**src/rtl/mbk_pkg.sv**
```systemverilog
package mbk_pkg;
    typedef enum logic [1:0] {
        ST_IDLE,
        ST_ACTIVE,
        ST_FINISH,
        ST_FAULT
    } seq_state_t;

    localparam logic [1:0] WID_8   = 2'b00;
    localparam logic [1:0] WID_16  = 2'b01;
    localparam logic [1:0] WID_32  = 2'b10;
    localparam logic [1:0] WID_RSV = 2'b11;
endpackage

```
**src/rtl/mbk_cfg_regs.sv**
```systemverilog
module mbk_cfg_regs
    import mbk_pkg::*;
#(
    parameter int NBANK     = 8,
    parameter int CNT_W     = 5,
    parameter int GW        = 10,
    parameter int SZ_W      = 8,
    parameter int SEL_W     = 4,
    parameter int WID_LSB   = 8,
    parameter int BANK_BITS = 3
) (
    input  logic             clk,
    input  logic             rst_n,
    input  logic             cfg_we,
    input  logic [SEL_W-1:0] cfg_sel,
    input  logic [GW-1:0]    cfg_wdata,
    output logic [CNT_W-1:0] cyc_r [NBANK],
    output logic [1:0]       wid_r [NBANK],
    output logic [GW-1:0]    b7_base,
    output logic [SZ_W-1:0]  b7_size
);
    localparam logic [GW-1:0]   BASE_RST = GW'(NBANK - 1) << (GW - BANK_BITS);
    localparam logic [SZ_W-1:0] SIZE_RST = SZ_W'(1) << (GW - BANK_BITS);

    logic [1:0] wid_field;
    assign wid_field = cfg_wdata[WID_LSB +: 2];

    for (genvar b = 0; b < NBANK; b++) begin : g_bank
        logic wr_hit;
        assign wr_hit = cfg_we && (cfg_sel == SEL_W'(b));

        always_ff @(posedge clk or negedge rst_n) begin
            if (!rst_n) begin
                cyc_r[b] <= '1;
                wid_r[b] <= WID_8;
            end else if (wr_hit && wid_field != WID_RSV) begin
                cyc_r[b] <= cfg_wdata[CNT_W-1:0];
                wid_r[b] <= wid_field;
            end
        end

        p_rsv_drop_r9: assert property (@(posedge clk) disable iff (!rst_n)
            (wr_hit && wid_field == WID_RSV) |=> ($stable(cyc_r[b]) && $stable(wid_r[b])));
    end

    always_ff @(posedge clk or negedge rst_n) begin
        if (!rst_n) begin
            b7_base <= BASE_RST;
            b7_size <= SIZE_RST;
        end else if (cfg_we) begin
            if (cfg_sel == SEL_W'(NBANK))
                b7_base <= cfg_wdata;
            if (cfg_sel == SEL_W'(NBANK + 1))
                b7_size <= cfg_wdata[SZ_W-1:0];
        end
    end
endmodule

```
**src/rtl/mbk_decode.sv**
```systemverilog
module mbk_decode #(
    parameter int ADDR_W    = 30,
    parameter int BANK_BITS = 3,
    parameter int GRAN_BITS = 20,
    parameter int GW        = 10,
    parameter int SZ_W      = 8,
    parameter int WIN_BITS  = 27
) (
    input  logic [ADDR_W-1:0]    addr,
    input  logic [GW-1:0]        b7_base,
    input  logic [SZ_W-1:0]      b7_size,
    output logic                 hit,
    output logic [BANK_BITS-1:0] idx,
    output logic [WIN_BITS-1:0]  off
);
    localparam logic [BANK_BITS-1:0] LAST = '1;

    logic [BANK_BITS-1:0] top;
    logic [GW:0]          gran, lo, hi;
    logic                 in_last, b7_hit;
    logic [WIN_BITS-1:0]  off7;

    always_comb begin
        top     = addr[ADDR_W-1 -: BANK_BITS];
        gran    = {1'b0, addr[ADDR_W-1 -: GW]};
        lo      = {1'b0, b7_base};
        hi      = lo + (GW+1)'(b7_size);
        in_last = (top == LAST);
        b7_hit  = in_last && (gran >= lo) && (gran < hi);
        off7    = addr[WIN_BITS-1:0]
                - {b7_base[WIN_BITS-GRAN_BITS-1:0], {GRAN_BITS{1'b0}}};
        hit     = !in_last || b7_hit;
        idx     = top;
        off     = in_last ? off7 : addr[WIN_BITS-1:0];
    end
endmodule

```
**src/rtl/mbk_seq.sv**
```systemverilog
module mbk_seq
    import mbk_pkg::*;
#(
    parameter int NBANK     = 8,
    parameter int BANK_BITS = 3,
    parameter int CNT_W     = 5,
    parameter int WIN_BITS  = 27
) (
    input  logic                 clk,
    input  logic                 rst_n,
    input  logic                 req,
    input  logic                 hit,
    input  logic [BANK_BITS-1:0] idx,
    input  logic [WIN_BITS-1:0]  off,
    input  logic [CNT_W-1:0]     cyc_sel,
    input  logic [1:0]           wid_sel,
    input  logic                 wait_in,
    output logic [NBANK-1:0]     bank_sel,
    output logic [1:0]           bus_width,
    output logic [WIN_BITS-1:0]  local_off,
    output logic                 busy,
    output logic                 done,
    output logic                 err
);
    seq_state_t           state, nxt;
    logic [CNT_W-1:0]     cnt;
    logic [BANK_BITS-1:0] bank_q;
    logic [WIN_BITS-1:0]  off_q;
    logic [1:0]           wid_q;
    logic                 start;

    assign start = (state == ST_IDLE) && req && hit;

    always_comb begin
        nxt = state;
        unique case (state)
            ST_IDLE:   if (req) nxt = hit ? ST_ACTIVE : ST_FAULT;
            ST_ACTIVE: if (!wait_in && cnt == '0) nxt = ST_FINISH;
            ST_FINISH: nxt = ST_IDLE;
            ST_FAULT:  nxt = ST_IDLE;
            default:   nxt = ST_IDLE;
        endcase
    end

    always_ff @(posedge clk or negedge rst_n) begin
        if (!rst_n) state <= ST_IDLE;
        else        state <= nxt;
    end

    always_ff @(posedge clk or negedge rst_n) begin
        if (!rst_n) begin
            cnt    <= '0;
            bank_q <= '0;
            off_q  <= '0;
            wid_q  <= '0;
        end else if (start) begin
            cnt    <= cyc_sel;
            bank_q <= idx;
            off_q  <= off;
            wid_q  <= wid_sel;
        end else if (state == ST_ACTIVE && !wait_in && cnt != '0) begin
            cnt <= cnt - 1'b1;
        end
    end

    always_comb begin
        bank_sel  = (state == ST_ACTIVE) ? (NBANK'(1) << bank_q) : '0;
        bus_width = wid_q;
        local_off = off_q;
        busy      = (state != ST_IDLE);
        done      = (state == ST_FINISH);
        err       = (state == ST_FAULT);
    end

    p_wait_hold_r7: assert property (@(posedge clk) disable iff (!rst_n)
        (state == ST_ACTIVE && wait_in) |=> (state == ST_ACTIVE && $stable(cnt) && $stable(bank_sel)));

    p_done_after_active_r6: assert property (@(posedge clk) disable iff (!rst_n)
        done |-> ($past(state) == ST_ACTIVE));

    p_fault_pulse_r5: assert property (@(posedge clk) disable iff (!rst_n)
        err |=> (!busy && bank_sel == '0));

    p_busy_req_ignored_r10: assert property (@(posedge clk) disable iff (!rst_n)
        (state == ST_ACTIVE && req && (wait_in || cnt != '0)) |=> (state == ST_ACTIVE && $stable(bank_sel)));

    p_load_r11: assert property (@(posedge clk) disable iff (!rst_n)
        start |=> (state == ST_ACTIVE && cnt == $past(cyc_sel) && bus_width == $past(wid_sel)));
endmodule

```
**src/rtl/mem_bank_ctl.sv**
```systemverilog
module mem_bank_ctl
    import mbk_pkg::*;
#(
    parameter int ADDR_W    = 30,
    parameter int NBANK     = 8,
    parameter int CNT_W     = 5,
    parameter int GRAN_BITS = 20
) (
    input  logic                               clk,
    input  logic                               rst_n,
    input  logic                               cfg_we,
    input  logic [$clog2(NBANK+2)-1:0]         cfg_sel,
    input  logic [ADDR_W-GRAN_BITS-1:0]        cfg_wdata,
    input  logic                               req,
    input  logic [ADDR_W-1:0]                  addr,
    input  logic                               wait_in,
    output logic [NBANK-1:0]                   bank_sel,
    output logic [1:0]                         bus_width,
    output logic [ADDR_W-$clog2(NBANK)-1:0]    local_off,
    output logic                               busy,
    output logic                               done,
    output logic                               err
);
    localparam int BANK_BITS = $clog2(NBANK);
    localparam int WIN_BITS  = ADDR_W - BANK_BITS;
    localparam int GW        = ADDR_W - GRAN_BITS;
    localparam int SZ_W      = WIN_BITS - GRAN_BITS + 1;
    localparam int SEL_W     = $clog2(NBANK + 2);
    localparam int WID_LSB   = 8;

    logic [CNT_W-1:0]     cyc_r [NBANK];
    logic [1:0]           wid_r [NBANK];
    logic [GW-1:0]        b7_base;
    logic [SZ_W-1:0]      b7_size;
    logic                 dec_hit;
    logic [BANK_BITS-1:0] dec_idx;
    logic [WIN_BITS-1:0]  dec_off;

    mbk_cfg_regs #(
        .NBANK(NBANK), .CNT_W(CNT_W), .GW(GW), .SZ_W(SZ_W),
        .SEL_W(SEL_W), .WID_LSB(WID_LSB), .BANK_BITS(BANK_BITS)
    ) u_cfg (
        .clk(clk), .rst_n(rst_n), .cfg_we(cfg_we), .cfg_sel(cfg_sel),
        .cfg_wdata(cfg_wdata), .cyc_r(cyc_r), .wid_r(wid_r),
        .b7_base(b7_base), .b7_size(b7_size)
    );

    mbk_decode #(
        .ADDR_W(ADDR_W), .BANK_BITS(BANK_BITS), .GRAN_BITS(GRAN_BITS),
        .GW(GW), .SZ_W(SZ_W), .WIN_BITS(WIN_BITS)
    ) u_dec (
        .addr(addr), .b7_base(b7_base), .b7_size(b7_size),
        .hit(dec_hit), .idx(dec_idx), .off(dec_off)
    );

    mbk_seq #(
        .NBANK(NBANK), .BANK_BITS(BANK_BITS), .CNT_W(CNT_W), .WIN_BITS(WIN_BITS)
    ) u_seq (
        .clk(clk), .rst_n(rst_n), .req(req), .hit(dec_hit), .idx(dec_idx),
        .off(dec_off), .cyc_sel(cyc_r[dec_idx]), .wid_sel(wid_r[dec_idx]),
        .wait_in(wait_in), .bank_sel(bank_sel), .bus_width(bus_width),
        .local_off(local_off), .busy(busy), .done(done), .err(err)
    );

    p_fixed_priority_r4: assert property (@(posedge clk) disable iff (!rst_n)
        (!busy && req && addr[ADDR_W-1 -: BANK_BITS] != '1) |=> (bank_sel[$past(addr[ADDR_W-1 -: BANK_BITS])] && !err));
endmodule

```
**config.mk**
```make
export PLATFORM = sky130hd
export DESIGN_NAME = mem_bank_ctl
export DESIGN_NICKNAME = d
export VERILOG_FILES = /design/src/rtl/mbk_pkg.sv /design/src/rtl/mbk_cfg_regs.sv /design/src/rtl/mbk_decode.sv /design/src/rtl/mbk_seq.sv /design/src/rtl/mem_bank_ctl.sv
export SDC_FILE = /design/constraint.sdc
export NUM_CORES = 1
export LEC_CHECK = 0
export ABC_AREA = 1
export BUFFER_PORTS_ARGS = -buffer_cell sky130_fd_sc_hd__clkbuf_2
export CORE_ASPECT_RATIO = 0.9
export CORE_MARGIN = 5
export CORE_UTILIZATION = 55
export DETAILED_ROUTE_END_ITERATION = 10
export PLACE_DENSITY = 0.8
export SLEW_MARGIN = 20
export SYNTH_ARGS = -nofsm -noshare
export SYNTH_HDL_FRONTEND = slang
export SYNTH_SLANG_ARGS = --single-unit
```
**constraint.sdc**
```tcl
create_clock -name clk -period 3.5 [get_ports clk]
set_input_delay 0.525 -clock clk [delete_from_list [all_inputs] [get_ports clk]]
set_output_delay 0.525 -clock clk [all_outputs]
set_load 0.01 [all_outputs]
```
==> results.md, run 1 <==
- Top achievable clock speed: 317 MHz
- Synthesis-stage register bit count: 113
- Switching power: 2.03 mW
- Count of mapped cells out of synthesis: 731
- Area of the multi-input gates: 2780 um^2
- Overall die width: 120 um
- Part of the Yosys area used for sequential elements: 48.1%
- Filler cell count: 859
- Number of antenna violations at the first check in global routing: 0
- HPWL after detailed placement: 10,200 um
- Leak: 3.60 nW
- Setup repair after global routing missed its margin: false
- Min Hold Slack: 197 ps
- Routed length per instance: 15.6 um
- Part of the cycle the worst path needs: 90.2%
- IO Port Bufs: 88
- Root Driver: sky130_fd_sc_hd__clkbuf_16
- Number of ports placed on the die boundary: 89
- Share of total power in sequential cells: 35.0%
- Final estimated routing congestion in global placement: 0.891
- Via count: 5,247
- Initial core utilization: 55.7%
- Cell types with the largest area share after synthesis: sky130_fd_sc_hd__dfrtp_1 29%, sky130_fd_sc_hd__dfstp_2 19%, sky130_fd_sc_hd__nand2_1 15%
- Share of total power in the clock network: 32.6%
- Clock-pin slew on the worst setup and hold paths: 50 ps
- Critical Path Start: u_cfg.b7_base[0]
- R2R Setup Slk: 340 ps
- Max-cap check violation count: 0
- Hold-fix buffers at CTS: 0
- Cell area after technology mapping: 5990 um^2
- Drt pass-1 iters: 5
- Total length of routed wires: 15,000 um
- Post-synthesis net count: 811
- Total grt overflow: 0
- CP Max Fanout: 16
- Total routing usage reported by global routing: 24.1%
- Relative contribution of combinational cells to total power: 32.5%
- Clock tree from TritonCTS: yes
- Fraction of layout cells with a size suffix above 1: 22.7%
- Run status: complete, no violations
- Data arrival time of the critical path: 3430 ps
- Yosys Warn Count: 0
- Final number of hold-violating endpoints: 0
- Global-route wire length before repair: 24,700 um
- Number of post-CTS setup repair buffers: 0
- Tmin final: 3160 ps
- Starting DRC count in detailed routing: 416
- Pwr per Cell Area: 819 nW/um^2
- Normalized max-slew margin: 39.8%
- Number of antenna-violating nets in the routed design: 0
- Placeable Area: 10,800 um^2
- Total clock buffers created by CTS: 17
- Area fraction of the dominant cell type after synthesis: 28.8%
- Reg-to-reg startpoint: u_cfg.b7_base[0]
- Clock Skew: 11.3 ps
- Post-route DRC: 0
- Post-layout nets: 895
- Pin count of the biggest net entering global routing: 67
- Crit path required time: 3780 ps
- Die boundary height: 109 um
- Synth Area per Inst: 8.20 um^2
- Count of instances resized after the clock tree is built: 0
- Top cell type by total area after synthesis: sky130_fd_sc_hd__dfrtp_1
- Number of vias per cell: 5.46
- Worst Setup End Kind: flip-flop
- Maximum vdd drop: 446 uV
- Number of setup violations in the final report: 0
- Number of H-tree branching levels: 4
- Number of pins exceeding their max-slew limit in the final report: 0
- Category of the most critical setup path: flip-flop to flip-flop
- Row cnt: 36
- Die footprint: 13,100 um^2
- Count of different cell masters after synthesis: 43
- Switch share: 34.3%
- Classification of the worst-slack hold path: primary input to async pin
- Clock latency on the worst-skew pair: 410 ps
- End point of the critical path: u_seq.bank_q[2]
- Endpoint of the worst register-to-register path: u_seq.bank_q[2]
- Startpoint type of the worst setup path: flip-flop
- Area used by sequential logic in the layout: 2880 um^2
- Post-layout total power: 5.90 mW
- Clock tree buffer depth: 2
- Number of cell instances on the worst register-to-register path: 22
- Number of global-route vias before repair: 5,035
- Slew of the pin with the lowest slew margin: 900 ps
- Ant diodes: 0
- Clock tree sinks: 113
- Area grow syn2layout: 20.2%
- Cell-internal power: 3.87 mW
- Total Neg Setup Slack: 0 ps
## stage by stage
step	instance area [um^2]	worst slack (ps)	cells	util [%]
2_1_floorplan	5990	620	731	-
3_3_place_gp	6490	345	928	60.3
3_5_place_dp	6500	250	928	60.4
4_1_cts	7160	199	960	66.5
5_1_grt	7200	50.6	961	66.9
6_report	7200	345	961	66.9
## metal layers
layer,wire length (um),global-route usage (%),up-vias,share of wire [%]
met5,0,0,-,0
met4,302,8.26,0,2.0
met3,957,7.16,25,6.4
met2,6870,37.9,167,46
met1,6850,32.0,2494,46
li1,-,-,2561,-
## cell usage in the layout (no fill, tap or decap), types with 2 or more instances in the layout
cell type,synthesis,routed
sky130_fd_sc_hd__nand3_1,15,15
sky130_fd_sc_hd__clkbuf_8,0,4
sky130_fd_sc_hd__o22ai_1,7,7
sky130_fd_sc_hd__buf_4,3,5
sky130_fd_sc_hd__a32o_1,6,6
sky130_fd_sc_hd__xnor2_1,6,6
sky130_fd_sc_hd__a211oi_1,2,2
sky130_fd_sc_hd__nand2_2,3,3
sky130_fd_sc_hd__nor3_1,3,3
sky130_fd_sc_hd__inv_1,49,49
sky130_fd_sc_hd__nand4_1,5,5
sky130_fd_sc_hd__nor2_1,60,60
sky130_fd_sc_hd__a21oi_2,3,2
sky130_fd_sc_hd__or2_2,3,3
sky130_fd_sc_hd__o21ai_1,4,4
sky130_fd_sc_hd__clkbuf_16,0,17
sky130_fd_sc_hd__o21ai_0,85,85
sky130_fd_sc_hd__clkbuf_2,1,87
sky130_fd_sc_hd__clkinv_2,0,4
sky130_fd_sc_hd__bufinv_16,0,5
sky130_fd_sc_hd__nand2_4,1,2
sky130_fd_sc_hd__a21oi_1,41,41
sky130_fd_sc_hd__ha_1,29,29
sky130_fd_sc_hd__xor2_1,10,10
sky130_fd_sc_hd__clkinv_1,5,5
sky130_fd_sc_hd__dfrtp_1,69,69
sky130_fd_sc_hd__dfstp_2,44,44
sky130_fd_sc_hd__nand2_1,235,235
## power groups by stage
stage	combinational [mW]	clock [mW]	sequential, mW
finish	1.92	1.92	2.06
global route	2.19	2.02	2.11
CTS	1.88	1.95	2.06
detailed placement	1.85	0	2.07
global placement	1.78	0	2.05
floorplan	1.31	0	2.09
## cells by family (layout without fill, tap and decap cells)
family	Yosys count	after routing	share of synthesized area, %
buffers and inverters	84	180	6.14
DFF	113	113	48.1
xor gates and xnor gates	16	16	2.34
and+or+nand+nor	332	333	22.5
adders and majority gates	31	31	6.72
AOI/OAI and AO/OA	154	154	14.1
muxes	1	1	0.167
## flip-flops by register name, indices dropped and copies added, names as in the netlist
register,count
u_cfg.cyc_r,40
u_seq.local_off,27
u_cfg.wid_r,16
u_cfg.b7_base,10
u_cfg.b7_size,8
u_seq.cnt,5
u_seq.bank_q,3
u_seq.bus_width,2
u_seq.state,2
## critical path: stages, from the launching register on
cell                      delay (ps)
sky130_fd_sc_hd__dfrtp_1         400
sky130_fd_sc_hd__ha_1            240
sky130_fd_sc_hd__fa_2            370
sky130_fd_sc_hd__nand3_2          80
sky130_fd_sc_hd__nand2_2          80
sky130_fd_sc_hd__a21oi_4         150
sky130_fd_sc_hd__xor2_1          180
sky130_fd_sc_hd__ha_1            260
sky130_fd_sc_hd__nand2_1          90
sky130_fd_sc_hd__inv_1            40
sky130_fd_sc_hd__a21oi_1         140
sky130_fd_sc_hd__nand2_1          70
sky130_fd_sc_hd__nand2_1          50
sky130_fd_sc_hd__nand2_1          50
sky130_fd_sc_hd__nand2_1          60
sky130_fd_sc_hd__nand2_1          40
sky130_fd_sc_hd__nand2_1          60
sky130_fd_sc_hd__nand2_2          70
sky130_fd_sc_hd__nand2_4         130
sky130_fd_sc_hd__nand2_8         140
sky130_fd_sc_hd__buf_8           190
sky130_fd_sc_hd__nand2_1          60
sky130_fd_sc_hd__o21ai_1          50
## cells in the mapped netlist
cell	n
sky130_fd_sc_hd__o22ai_1	7
sky130_fd_sc_hd__buf_4	3
sky130_fd_sc_hd__xor2_1	10
sky130_fd_sc_hd__nor2_1	60
sky130_fd_sc_hd__o221ai_1	1
sky130_fd_sc_hd__o2111ai_1	1
sky130_fd_sc_hd__dfrtp_1	69
sky130_fd_sc_hd__nor2_4	1
sky130_fd_sc_hd__nor3_2	1
sky130_fd_sc_hd__o21ai_1	4
sky130_fd_sc_hd__xnor2_1	6
sky130_fd_sc_hd__inv_6	1
sky130_fd_sc_hd__buf_2	4
sky130_fd_sc_hd__a31oi_1	1
sky130_fd_sc_hd__and3_1	1
sky130_fd_sc_hd__inv_1	49
sky130_fd_sc_hd__fa_1	2
sky130_fd_sc_hd__nand3_1	15
sky130_fd_sc_hd__ha_1	29
sky130_fd_sc_hd__a32o_1	6
sky130_fd_sc_hd__nand3_2	1
sky130_fd_sc_hd__o211ai_1	1
sky130_fd_sc_hd__o21ai_2	1
sky130_fd_sc_hd__nand2_2	3
sky130_fd_sc_hd__buf_6	4
sky130_fd_sc_hd__a21oi_2	3
sky130_fd_sc_hd__a21oi_1	41
sky130_fd_sc_hd__mux2i_1	1
sky130_fd_sc_hd__clkbuf_2	1
sky130_fd_sc_hd__clkbuf_1	17
sky130_fd_sc_hd__dfstp_2	44
sky130_fd_sc_hd__a211oi_1	2
sky130_fd_sc_hd__or2_2	3
sky130_fd_sc_hd__o21bai_1	1
sky130_fd_sc_hd__nand2_4	1
sky130_fd_sc_hd__nand2_1	235
sky130_fd_sc_hd__nor3_1	3
sky130_fd_sc_hd__nand2_8	1
sky130_fd_sc_hd__nand4_1	5
sky130_fd_sc_hd__nor2_2	1
sky130_fd_sc_hd__nor4_1	1
sky130_fd_sc_hd__clkinv_1	5
sky130_fd_sc_hd__o21ai_0	85
## layout make-up
class / instances / area share [%]
clock inverters: 10 / 2.48
multi-input cells: 535 / 38.6
well taps: 133 / 2.31
repair buffers: 93 / 6.77
flip-flops and latches: 113 / 40.0
inverters: 55 / 3.09
clock buffers: 22 / 6.72
## worst min path at each step
| stage | start | endpoint | slack, ps | cells after the start |
|---|---|---|---|---|
| 3_3_place_gp | u_seq.local_off[11] | u_seq.local_off[11] | 460 | 2 |
| 4_1_cts | rst_n | u_seq.local_off[23] | 220 | 1 |
| 5_1_grt | rst_n | u_seq.local_off[22] | 250 | 1 |
| 2_1_floorplan | rst_n | u_cfg.b7_base[0] | 230 | 0 |
| 3_5_place_dp | u_seq.local_off[12] | u_seq.local_off[12] | 470 | 2 |
| 6_report | rst_n | u_seq.local_off[23] | 200 | 1 |
Power figures use the tool's default switching activity.
==> inputs of run 2 (changes only) <==
ABC_CLOCK_PERIOD_IN_PS = 3500   (was default)
CORE_MARGIN = default   (was 5)
PLACE_DENSITY = 0.79   (was 0.8)
SYNTH_HIERARCHICAL = 1   (was default)
==> run 2 against run 1 <==
Compared with the run above:
- first-iteration DRC count up 34%
- clock skew up 3.3 ps
- sequential cell count unchanged
- hold slack better by 110 ps
- die area down 1.6%
- critical endpoint is now u_seq/cnt[2]
- largest power group unchanged
==> results.md, run 2 <==
- Min Hold Slack: 309 ps
- Ys flop type: sky130_fd_sc_hd__dfrtp_1
- Critical Path Start: u_cfg/b7_base[0]
- Drt pass-1 iters: 6
- Number of ports placed on the die boundary: 89
- Part of the cycle the worst path needs: 93.3%
- Die boundary height: 108 um
- Share of total power in the clock network: 31.4%
- Switching power: 2.00 mW
- Main combinational cell family by area after synthesis: simple AND/OR/NAND/NOR gates
- Basic-gate share of the synthesized area counting and, or, nand and nor cells: 35.8%
- List of cells traversed by the critical path: ha_2, fa_2, nand3_1, nand2_2, a21oi_2, xor2_1, ha_1, nand2_1, inv_1, a21oi_1, nand2_1, nand2_1, nand2_1, nand2_1, nand2_1, nand2_1, nand2_1, nand2_2, nand3_4, buf_6, o21ai_0, nand2_1, nand2_1, nand2_1
- Top cell type by total area after synthesis: sky130_fd_sc_hd__nand2_1
- Total clock buffers created by CTS: 17
- Clock tree buffer depth: 2
- Relative contribution of combinational cells to total power: 32.4%
- R2R Setup Slk: 230 ps
- Data arrival time of the critical path: 3560 ps
- Overall die width: 120 um
- Clock-pin slew on the worst setup and hold paths: 60 ps
- Post-route DRC: 0
- XOR/XNOR Fraction of Synth Area: 1.41%
- Category of the most critical setup path: flip-flop to flip-flop
- Worst Setup End Kind: flip-flop
- CP Max Fanout: 11
- Via count: 5,949
- Final estimated routing congestion in global placement: 0.919
- Cell area after technology mapping: 6840 um^2
- HPWL after detailed placement: 11,100 um
- Classification of the worst-slack hold path: primary input to flip-flop
- Area grow syn2layout: 14.3%
- Crit path required time: 3790 ps
- Pin count of the biggest net entering global routing: 94
- IO Port Bufs: 88
- Top library cells by usage in the layout, fill and taps aside: 465 x sky130_fd_sc_hd__nand2_1, 101 x sky130_fd_sc_hd__inv_1, 87 x sky130_fd_sc_hd__clkbuf_2, 71 x sky130_fd_sc_hd__nand3_1, 69 x sky130_fd_sc_hd__dfrtp_1
- Synthesis-stage register bit count: 113
- Synthesized-area fraction occupied by ao, oa, aoi and oai cells: 3.04%
- Part of the Yosys area used for sequential elements: 42.2%
- Number of antenna-violating nets in the routed design: 0
- Clock Skew: 14.7 ps
- Routed length per instance: 13.7 um
- Most frequent cell after synthesis: sky130_fd_sc_hd__nand2_1
- Share of total power in sequential cells: 36.2%
- Endpoint of the worst register-to-register path: u_seq/cnt[2]
- Clock tree from TritonCTS: yes
- Die footprint: 12,900 um^2
- Placeable Area: 12,100 um^2
- Flip-flop count of the largest register, all copies and words added: 40
- Clock latency on the worst-skew pair: 420 ps
- Area fraction of the dominant cell type after synthesis: 25.6%
- Most frequent standard cell in the layout excluding fill and tap cells: sky130_fd_sc_hd__nand2_1
- Maximum vdd drop: 373 uV
- Multiplexer share of the synthesized area: 0%
- Number of setup violations in the final report: 0
- Delay of the slowest cell on the worst path: 400 ps
- Number of enable-type register cells in the synthesized netlist: 0
- Family of cells with the greatest summed delay on the critical path: simple AND/OR/NAND/NOR gates
- Asr flop ratio synth: 100%
- Switch share: 35.6%
- Global-route wire length before repair: 27,500 um
- Count of cell instances traversed by the critical path: 24
- Cell types with the highest counts after synthesis: 466 x sky130_fd_sc_hd__nand2_1, 101 x sky130_fd_sc_hd__inv_1, 71 x sky130_fd_sc_hd__nand3_1
- Count of different cell masters after synthesis: 34
- Slew of the pin with the lowest slew margin: 506 ps
- Count of mapped cells out of synthesis: 943
- Pwr per Cell Area: 717 nW/um^2
- Run status: complete, no violations
- Total routing usage reported by global routing: 27.6%
- Number of vias per cell: 5.03
- Total length of routed wires: 16,200 um
- Number of pins exceeding their max-slew limit in the final report: 0
- Reg-to-reg startpoint: u_cfg/b7_base[0]
- Number of antenna violations at the first check in global routing: 0
- Number of cell instances on the worst register-to-register path: 24
- End point of the critical path: u_seq/cnt[2]
- Synth Area per Inst: 7.25 um^2
- Root Driver: sky130_fd_sc_hd__clkbuf_16
- Critical path buffers and inverters: 2
- Max-cap check violation count: 0
- Starting DRC count in detailed routing: 558
- Post-layout nets: 1,088
- Minimum setup slack in the final design: 235 ps
- Largest reg by FF count: u_cfg/cyc_r
- Final number of hold-violating endpoints: 0
- Ant diodes: 0
- Post-synthesis share of cell area spent on full adders, half adders and majority gates: 5.71%
- Cell-internal power: 3.60 mW
- Number of global-route vias before repair: 5,559
- Tmin final: 3270 ps
- Fraction of layout cells with a size suffix above 1: 21.6%
- Number of H-tree branching levels: 4
- Clock tree sinks: 113
- Top achievable clock speed: 306 MHz
- Cell types with the largest area share after synthesis: sky130_fd_sc_hd__nand2_1 26%, sky130_fd_sc_hd__dfrtp_1 25%, sky130_fd_sc_hd__dfstp_2 17%
- Startpoint type of the worst setup path: flip-flop
- Row cnt: 38
- Yosys Warn Count: 6
- Normalized max-slew margin: 66.2%
- Initial core utilization: 56.6%
- Leak: 4.40 nW
- Total grt overflow: 0
- Worst setup slack after placement: 136 ps
- Cell occurring most often along the worst timing path: sky130_fd_sc_hd__nand2_1
- Slowest cell on crit path: sky130_fd_sc_hd__dfrtp_1
- Post-synthesis net count: 1,022
run 2: worst min-delay path by stage:
stage                       from                  end  depth (start not counted)
CTS                 cfg_wdata[7]     u_cfg/b7_base[7]                          3
floorplan                  rst_n     u_cfg/b7_base[0]                          0
global placement           rst_n   u_seq/local_off[0]                          1
detailed placement         rst_n   u_seq/local_off[0]                          1
finish              cfg_wdata[7]     u_cfg/b7_base[7]                          3
global route            addr[16]  u_seq/local_off[16]                          3
run 2: power groups by stage:
stage / Sequential (mW) / Combinational [mW] / Clock (mW)
2_1_floorplan: 2.06 / 1.21 / 0
3_3_place_gp: 2.03 / 1.72 / 0
3_5_place_dp: 2.04 / 1.77 / 0
4_1_cts: 2.03 / 1.79 / 1.79
5_1_grt: 2.08 / 2.08 / 1.85
6_report: 2.03 / 1.81 / 1.76
run 2: routing by layer:
metal  global-route usage [%]  routed length [um]  share of wire, %
met5                        0                   0                 0
met4                     9.20                 277               1.7
met3                     5.67                1160               7.1
met2                     43.7                7300                45
met1                     37.8                7480                46
run 2: cell type report:
| cell class | instances | area (um^2) |
|---|---|---|
| repair buffers | 97 | 542 |
| clock inverters | 14 | 181 |
| clock buffers | 18 | 429 |
| fillers | 1038 | 4260 |
| well taps | 160 | 200 |
| multi-input cells | 669 | 3160 |
| flip-flops and latches | 113 | 2880 |
| inverters | 111 | 422 |
run 2: worst min-delay path, stage by stage:
cell                       delay, ps
sky130_fd_sc_hd__clkbuf_2         90
sky130_fd_sc_hd__nand2_1          60
sky130_fd_sc_hd__nand2_1          50
run 2: what timing repair did:
item	4_1_cts	5_1_grt
endpoints found under the setup margin	0	36
setup buffers	0	2
hold buffers	1	0
hold endpoints to repair	20	0
resized for setup	0	8
run 2: kinds of logic after synthesis:
group / after synthesis
AO/OA/AOI/OAI: 35
buffers and inverters: 161
XOR/XNOR: 11
flip-flops: 113
adder cells (fa/ha/maj): 30
AND/OR/NAND/NOR: 593
run 2: through the flow:
step	instance area [um^2]	util [%]	setup TNS, ps	instances	total power [mW]
floorplan	6840	-	0	943	3.26
global placement	7160	59.3	0	1147	3.74
detailed placement	7160	59.3	0	1147	3.81
CTS	7780	64.4	0	1180	5.61
global route	7820	64.7	-0.824	1182	6.01
finish	7820	64.7	0	1182	5.60
